===== config.mk =====
export PLATFORM = sky130hd
export DESIGN_NAME = pressure_step_regulator
export DESIGN_NICKNAME = d
export VERILOG_FILES = /design/src/rtl/press_reg_pkg.sv /design/src/rtl/sp_tracker.sv /design/src/rtl/err_sign.sv /design/src/rtl/duty_stepper.sv /design/src/rtl/pressure_step_regulator.sv
export SDC_FILE = /design/constraint.sdc
export NUM_CORES = 1
export LEC_CHECK = 0
export ABC_CLOCK_PERIOD_IN_PS = 3830
export BUFFER_PORTS_ARGS = -buffer_cell sky130_fd_sc_hd__buf_2
export CAP_MARGIN = 40
export CORE_AREA = 2 2 64 112
export DETAILED_ROUTE_END_ITERATION = 10
export DIE_AREA = 0 0 66 114
export HOLD_SLACK_MARGIN = 0.05
export PLACE_DENSITY_LB_ADDON = 0.25
export SYNTH_ARGS = -nofsm -noshare
export SYNTH_HDL_FRONTEND = slang
export SYNTH_HIERARCHICAL = 1
export SYNTH_SLANG_ARGS = --single-unit
export TNS_END_PERCENT = 50

===== constraint.sdc =====
create_clock -name clk_i -period 3.83 [get_ports clk_i]
set_input_delay 0.5745 -clock clk_i [delete_from_list [all_inputs] [get_ports clk_i]]
set_output_delay 0.5745 -clock clk_i [all_outputs]
set_load 0.03 [all_outputs]

===== src/rtl/press_reg_pkg.sv =====
package press_reg_pkg;
  typedef enum logic [1:0] {
    DIR_HOLD = 2'd0,
    DIR_UP   = 2'd1,
    DIR_DOWN = 2'd2
  } step_dir_e;
endpackage


===== src/rtl/sp_tracker.sv =====
module sp_tracker #(
  parameter int SP_W    = 12,
  parameter int SP_MIN  = 4,
  parameter int SP_MAX  = 40,
  parameter int SP_INIT = 10
) (
  input  logic            clk_i,
  input  logic            rst_ni,
  input  logic            run_i,
  input  logic            up_i,
  input  logic            dn_i,
  output logic [SP_W-1:0] sp_o,
  output logic            lim_o
);
  localparam logic [SP_W-1:0] LO = SP_W'(SP_MIN);
  localparam logic [SP_W-1:0] HI = SP_W'(SP_MAX);
  localparam logic [SP_W-1:0] RV = SP_W'(SP_INIT);

  logic [SP_W-1:0] sp_q, sp_d;

  always_comb begin
    sp_d = sp_q;
    if (run_i && (up_i != dn_i)) begin
      if (up_i && sp_q < HI)      sp_d = sp_q + 1'b1;
      else if (dn_i && sp_q > LO) sp_d = sp_q - 1'b1;
    end
  end

  always_ff @(posedge clk_i or negedge rst_ni)
    if (!rst_ni) sp_q <= RV;
    else         sp_q <= sp_d;

  assign sp_o  = sp_q;
  assign lim_o = (sp_q == LO) || (sp_q == HI);

  // setpoint stays in window and moves at most one unit
  assert_sp_window_R9: assert property (@(posedge clk_i) disable iff (!rst_ni)
    1'b1 |=> (sp_q >= LO && sp_q <= HI));
  assert_sp_unit_move_R10: assert property (@(posedge clk_i) disable iff (!rst_ni)
    1'b1 |=> ((sp_q >= $past(sp_q) ? sp_q - $past(sp_q) : $past(sp_q) - sp_q) <= 1));
  assert_sp_idle_R2: assert property (@(posedge clk_i) disable iff (!rst_ni)
    !run_i |=> $stable(sp_q));
  assert_sp_both_R10: assert property (@(posedge clk_i) disable iff (!rst_ni)
    (up_i && dn_i) |=> $stable(sp_q));
endmodule


===== src/rtl/err_sign.sv =====
module err_sign
  import press_reg_pkg::*;
#(
  parameter int SAMPLE_W = 12
) (
  input  logic                valid_i,
  input  logic [SAMPLE_W-1:0] smp_i,
  input  logic [SAMPLE_W-1:0] sp_i,
  output step_dir_e           dir_o
);
  always_comb begin
    dir_o = DIR_HOLD;
    if (valid_i) begin
      if (smp_i < sp_i)      dir_o = DIR_UP;
      else if (smp_i > sp_i) dir_o = DIR_DOWN;
    end
  end
endmodule


===== src/rtl/duty_stepper.sv =====
module duty_stepper
  import press_reg_pkg::*;
#(
  parameter int DUTY_W      = 16,
  parameter int DUTY_MIN    = 200,
  parameter int DUTY_PERIOD = 1000,
  parameter int DUTY_STEP   = 25
) (
  input  logic              clk_i,
  input  logic              rst_ni,
  input  logic              run_i,
  input  step_dir_e         dir_i,
  output logic [DUTY_W-1:0] duty_o
);
  localparam logic [DUTY_W-1:0] MIN_D  = DUTY_W'(DUTY_MIN);
  localparam logic [DUTY_W-1:0] PER_D  = DUTY_W'(DUTY_PERIOD);
  localparam logic [DUTY_W-1:0] STEP_D = DUTY_W'(DUTY_STEP);
  localparam logic [DUTY_W-1:0] LO_KNEE = DUTY_W'(DUTY_MIN + DUTY_STEP);
  localparam logic [DUTY_W-1:0] HI_KNEE = DUTY_W'(DUTY_PERIOD - DUTY_STEP);

  logic [DUTY_W-1:0] duty_q, duty_d;

  always_comb begin
    duty_d = duty_q;
    if (!run_i)              duty_d = '0;
    else if (duty_q < MIN_D) duty_d = MIN_D;
    else begin
      unique case (dir_i)
        DIR_UP:   duty_d = (duty_q > HI_KNEE) ? PER_D : duty_q + STEP_D;
        DIR_DOWN: duty_d = (duty_q < LO_KNEE) ? MIN_D : duty_q - STEP_D;
        default:  duty_d = duty_q;
      endcase
    end
  end

  always_ff @(posedge clk_i or negedge rst_ni)
    if (!rst_ni) duty_q <= '0;
    else         duty_q <= duty_d;

  assign duty_o = duty_q;

  assert_idle_zero_R2: assert property (@(posedge clk_i) disable iff (!rst_ni)
    !run_i |=> (duty_q == '0));
  assert_start_load_R3: assert property (@(posedge clk_i) disable iff (!rst_ni)
    (run_i && duty_q < MIN_D) |=> (duty_q == MIN_D));
  assert_one_step_R6: assert property (@(posedge clk_i) disable iff (!rst_ni)
    (run_i && duty_q >= MIN_D) |=>
      ((duty_q >= $past(duty_q) ? duty_q - $past(duty_q) : $past(duty_q) - duty_q) <= STEP_D));
  assert_hold_R6: assert property (@(posedge clk_i) disable iff (!rst_ni)
    (run_i && duty_q >= MIN_D && dir_i == DIR_HOLD) |=> $stable(duty_q));
  assert_rails_R7: assert property (@(posedge clk_i) disable iff (!rst_ni)
    (run_i) |=> (duty_q >= MIN_D && duty_q <= PER_D));
  assert_rise_dir_R4: assert property (@(posedge clk_i) disable iff (!rst_ni)
    (run_i && duty_q >= MIN_D && dir_i == DIR_UP) |=> (duty_q >= $past(duty_q)));
  assert_fall_dir_R5: assert property (@(posedge clk_i) disable iff (!rst_ni)
    (run_i && duty_q >= MIN_D && dir_i == DIR_DOWN) |=> (duty_q <= $past(duty_q)));
endmodule


===== src/rtl/pressure_step_regulator.sv =====
module pressure_step_regulator
  import press_reg_pkg::*;
#(
  parameter int SAMPLE_W    = 12,
  parameter int DUTY_W      = 16,
  parameter int DUTY_MIN    = 200,
  parameter int DUTY_PERIOD = 1000,
  parameter int DUTY_STEP   = 25,
  parameter int SP_MIN      = 4,
  parameter int SP_MAX      = 40,
  parameter int SP_INIT     = 10
) (
  input  logic                clk_i,
  input  logic                rst_ni,
  input  logic                run_i,
  input  logic                smp_valid_i,
  input  logic [SAMPLE_W-1:0] smp_i,
  input  logic                sp_up_i,
  input  logic                sp_dn_i,
  output logic [DUTY_W-1:0]   duty_o,
  output logic [SAMPLE_W-1:0] setpoint_o,
  output logic                sat_hi_o,
  output logic                sat_lo_o,
  output logic                sp_lim_o
);
  step_dir_e         dir;
  logic [SAMPLE_W-1:0] sp;
  logic [DUTY_W-1:0] duty;

  sp_tracker #(
    .SP_W(SAMPLE_W), .SP_MIN(SP_MIN), .SP_MAX(SP_MAX), .SP_INIT(SP_INIT)
  ) u_sp (
    .clk_i(clk_i), .rst_ni(rst_ni), .run_i(run_i),
    .up_i(sp_up_i), .dn_i(sp_dn_i), .sp_o(sp), .lim_o(sp_lim_o)
  );

  // compares against registered setpoint
  err_sign #(.SAMPLE_W(SAMPLE_W)) u_cmp (
    .valid_i(smp_valid_i), .smp_i(smp_i), .sp_i(sp), .dir_o(dir)
  );

  duty_stepper #(
    .DUTY_W(DUTY_W), .DUTY_MIN(DUTY_MIN),
    .DUTY_PERIOD(DUTY_PERIOD), .DUTY_STEP(DUTY_STEP)
  ) u_duty (
    .clk_i(clk_i), .rst_ni(rst_ni), .run_i(run_i), .dir_i(dir), .duty_o(duty)
  );

  assign duty_o     = duty;
  assign setpoint_o = sp;
  assign sat_hi_o   = (duty == DUTY_W'(DUTY_PERIOD));
  assign sat_lo_o   = (duty == DUTY_W'(DUTY_MIN));

  assert_flags_excl_R11: assert property (@(posedge clk_i) disable iff (!rst_ni)
    !(sat_hi_o && sat_lo_o));
endmodule


==> results.json <==
{
  "status": "finished, final reports clean",
  "path_clk_slew_ps": 80,
  "synth_flop_cell": "dfrtp_1",
  "avgSynthCellArea_um2": 8.650,
  "wl_per_cell_um": 18.97,
  "synth.distinct_cells": 77,
  "vias": 2907,
  "setup_viol": 0,
  "fill_cells": 697,
  "port_buffers": 48,
  "die_x_um": 66,
  "p_leak_nw": 1.416,
  "diodes": 0,
  "fin_nets": 423,
  "critPathMaxFanout": 7,
  "clockBufferDepth": 2,
  "grt_start_max_net_pins": 29,
  "start_kind": "register",
  "syn_nets": 379,
  "placed_area_mm2": 0.003217,
  "hold_class": "in2async",
  "clockPowerShare": 0.143,
  "antenna_found_initial": 0,
  "async_reset_ff_frac": 1.000,
  "ys_top_cells_by_area": "dfrtp_1 22%, ha_1 11%, nand2_1 4.0%",
  "rows": 40,
  "die-area_mm2": 0.007524,
  "post-route-min-period_ps": 3286,
  "syn_to_final_growth_pct": 14.64,
  "p_seq_frac": 0.238,
  "coreArea_mm2": 0.006706,
  "syn_inst": 335,
  "worstMarginPinSlew_ps": 765.4,
  "switchingPower_mw": 1.136,
  "slew-limit-headroom": 0.4817,
  "tns_ps": 0,
  "synth-seq-cells": 28,
  "intPower_mw": 1.115,
  "grt_pass1_wl_um": 13850,
  "critPathKind": "reg2reg",
  "h-tree-depth": 1,
  "post_cts_buffers": 0,
  "swShare": 0.5047,
  "die_y_um": 114,
  "end_kind": "register",
  "synth_edf_count": 0,
  "netlist.area_leader.share": 0.2245,
  "cap_violations": 0,
  "required_ps": 4000,
  "drt_iter0_drc": 243,
  "yosysWarnings": 6,
  "whs_ps": 352.4,
  "route.detailed.drc": 0,
  "p_total_mw": 2.252,
  "grt-ovfl-total": 0,
  "yosys.area.top_type": "dfrtp_1",
  "place_congestion": 1.007,
  "p_comb_frac": 0.619,
  "track_usage": 0.2391,
  "grt_pass1_vias": 2813,
  "rsz0062_at_grt": "no",
  "cp.arrival_ps": 3450,
  "cts_tree": "yes",
  "drtAntennaViolNets": 0,
  "finalWirelength_um": 8766,
  "fmax_mhz": 304.3,
  "rrSetupSlack_ps": 540,
  "stdcell_area_mm2": 0.003322,
  "holdBufCountCts": 0,
  "slew_violations": 0,
  "dp_cells": 458,
  "via_per_inst": 6.292,
  "hold_violations": 0,
  "synth_seq_area_share": 0.2427,
  "fin_cells": 462,
  "cts_buffers": 3,
  "final_layout_size_suffix_gt1_frac": 0.2196,
  "power_density_mw_per_mm2": 677.9,
  "period_share": 0.8579,
  "initial_core_util": 0.4321,
  "fin_skew_ps": 8.549,
  "ios": 49,
  "clock_latency_ps": 270,
  "dr.pass1.iters": 4,
  "clock_sinks": 28,
  "cts_resized": 0,
  "synth.cell_area_mm2": 0.002898,
  "dp_hpwl_um": 6701,
  "cts-root-buf": "clkbuf_16",
  "peakVddDrop_v": 0.0003972
}
-- registers in the layout, summed over array words and instances, names as in the netlist --
| register | cells |
|---|---|
| u_sp/sp_o | 12 |
| u_duty/duty_o | 16 |
-- path summary, 6_finish.rpt --
check	start	end	cells past startpoint
worst max register to register	u_sp/sp_o[8]	u_sp/sp_o[7]	10
max in group asynchronous	rst_ni	u_sp/sp_o[6]	1
min in group clk_i	u_sp/sp_o[3]	u_sp/sp_o[3]	2
worst max-delay path	u_sp/sp_o[8]	u_sp/sp_o[7]	10
worst min register to register	u_sp/sp_o[3]	u_sp/sp_o[3]	2
worst min-delay path	rst_ni	u_duty/duty_o[15]	1
-- through the flow --
stage,util,setup WS [ps]
detailed placement,0.4797,573.5
floorplan,-,882.3
global placement,0.4797,563.9
global route,0.4953,339.1
finish,0.4953,544.2
CTS,0.4953,569.8
-- metal layers --
layer	track usage	routed length [um]	up-vias
met4	0.1293	300	0
met1	0.2452	3153	1406
met3	0.02367	272	25
li1	-	-	1389
met5	0	0	-
met2	0.4559	5039	87
-- critical path, cell delays in order (launching register included) --
cell	delay (ps)
dfrtp_1	470
nor4_4	390
nand4_2	250
buf_4	240
ha_1	360
a21oi_1	320
nand2_1	110
o21ai_0	400
mux2i_1	240
o221ai_1	120
mux2_2	270
-- cell type report --
cell class / count / area (um2) / share of cell area
Inverter: 21 / 78.83 / 0.02373
Tap cell: 84 / 105.1 / 0.03164
Sequential cell: 28 / 703.2 / 0.2117
Clock inverter: 1 / 30.03 / 0.009040
Clock buffer: 3 / 75.07 / 0.02260
Multi-Input combinational cell: 273 / 2059 / 0.6200
Timing Repair Buffer: 52 / 270.3 / 0.08136
-- power by group through the flow --
stage,Clock [mW],Sequential [mW],Combinational (mW)
final,0.321,0.536,1.39
after global routing,0.341,0.558,1.53
after CTS,0.332,0.538,1.39
after detailed placement,0,0.544,1.38
after global placement,0,0.541,1.35
after floorplan,0,0.622,0.931
-- cells in the mapped netlist, drive strengths merged (7+ instances only) --
cell type / count
nor2: 21
dfrtp: 26
a21oi: 19
nor3: 7
ha: 25
a211oi: 7
buf: 7
nand4: 10
o21ai: 25
nand2: 31
inv: 21
xnor2: 7
nand3: 15
-- cells by family after synthesis --
| family | Yosys count | share of synthesized area |
|---|---|---|
| compound gates | 106 | 0.2824 |
| mux | 5 | 0.01813 |
| buf+inv | 34 | 0.04663 |
| fa+ha+maj | 26 | 0.1149 |
| simple gates | 123 | 0.2560 |
| xor+xnor | 13 | 0.03929 |
| flops | 28 | 0.2427 |
-- layout by cell type, fill, tap and decap left out, types with 4 or more instances in the layout --
cell type	instances
buf_2	48
nand2_1	31
dfrtp_1	26
ha_1	25
o21ai_0	23
inv_1	21
a21oi_1	19
nor2_1	18
nand3_1	15
nand4_1	9
xnor2_1	7
a21o_1	6
xor2_1	6
nor3_1	6
nor2b_1	5
o211ai_1	5
a211oi_1	5
a31oi_1	4
nor4b_1	4
nor3b_1	4
buf_4	4
No activity file was read; power rests on OpenSTA's default activity.
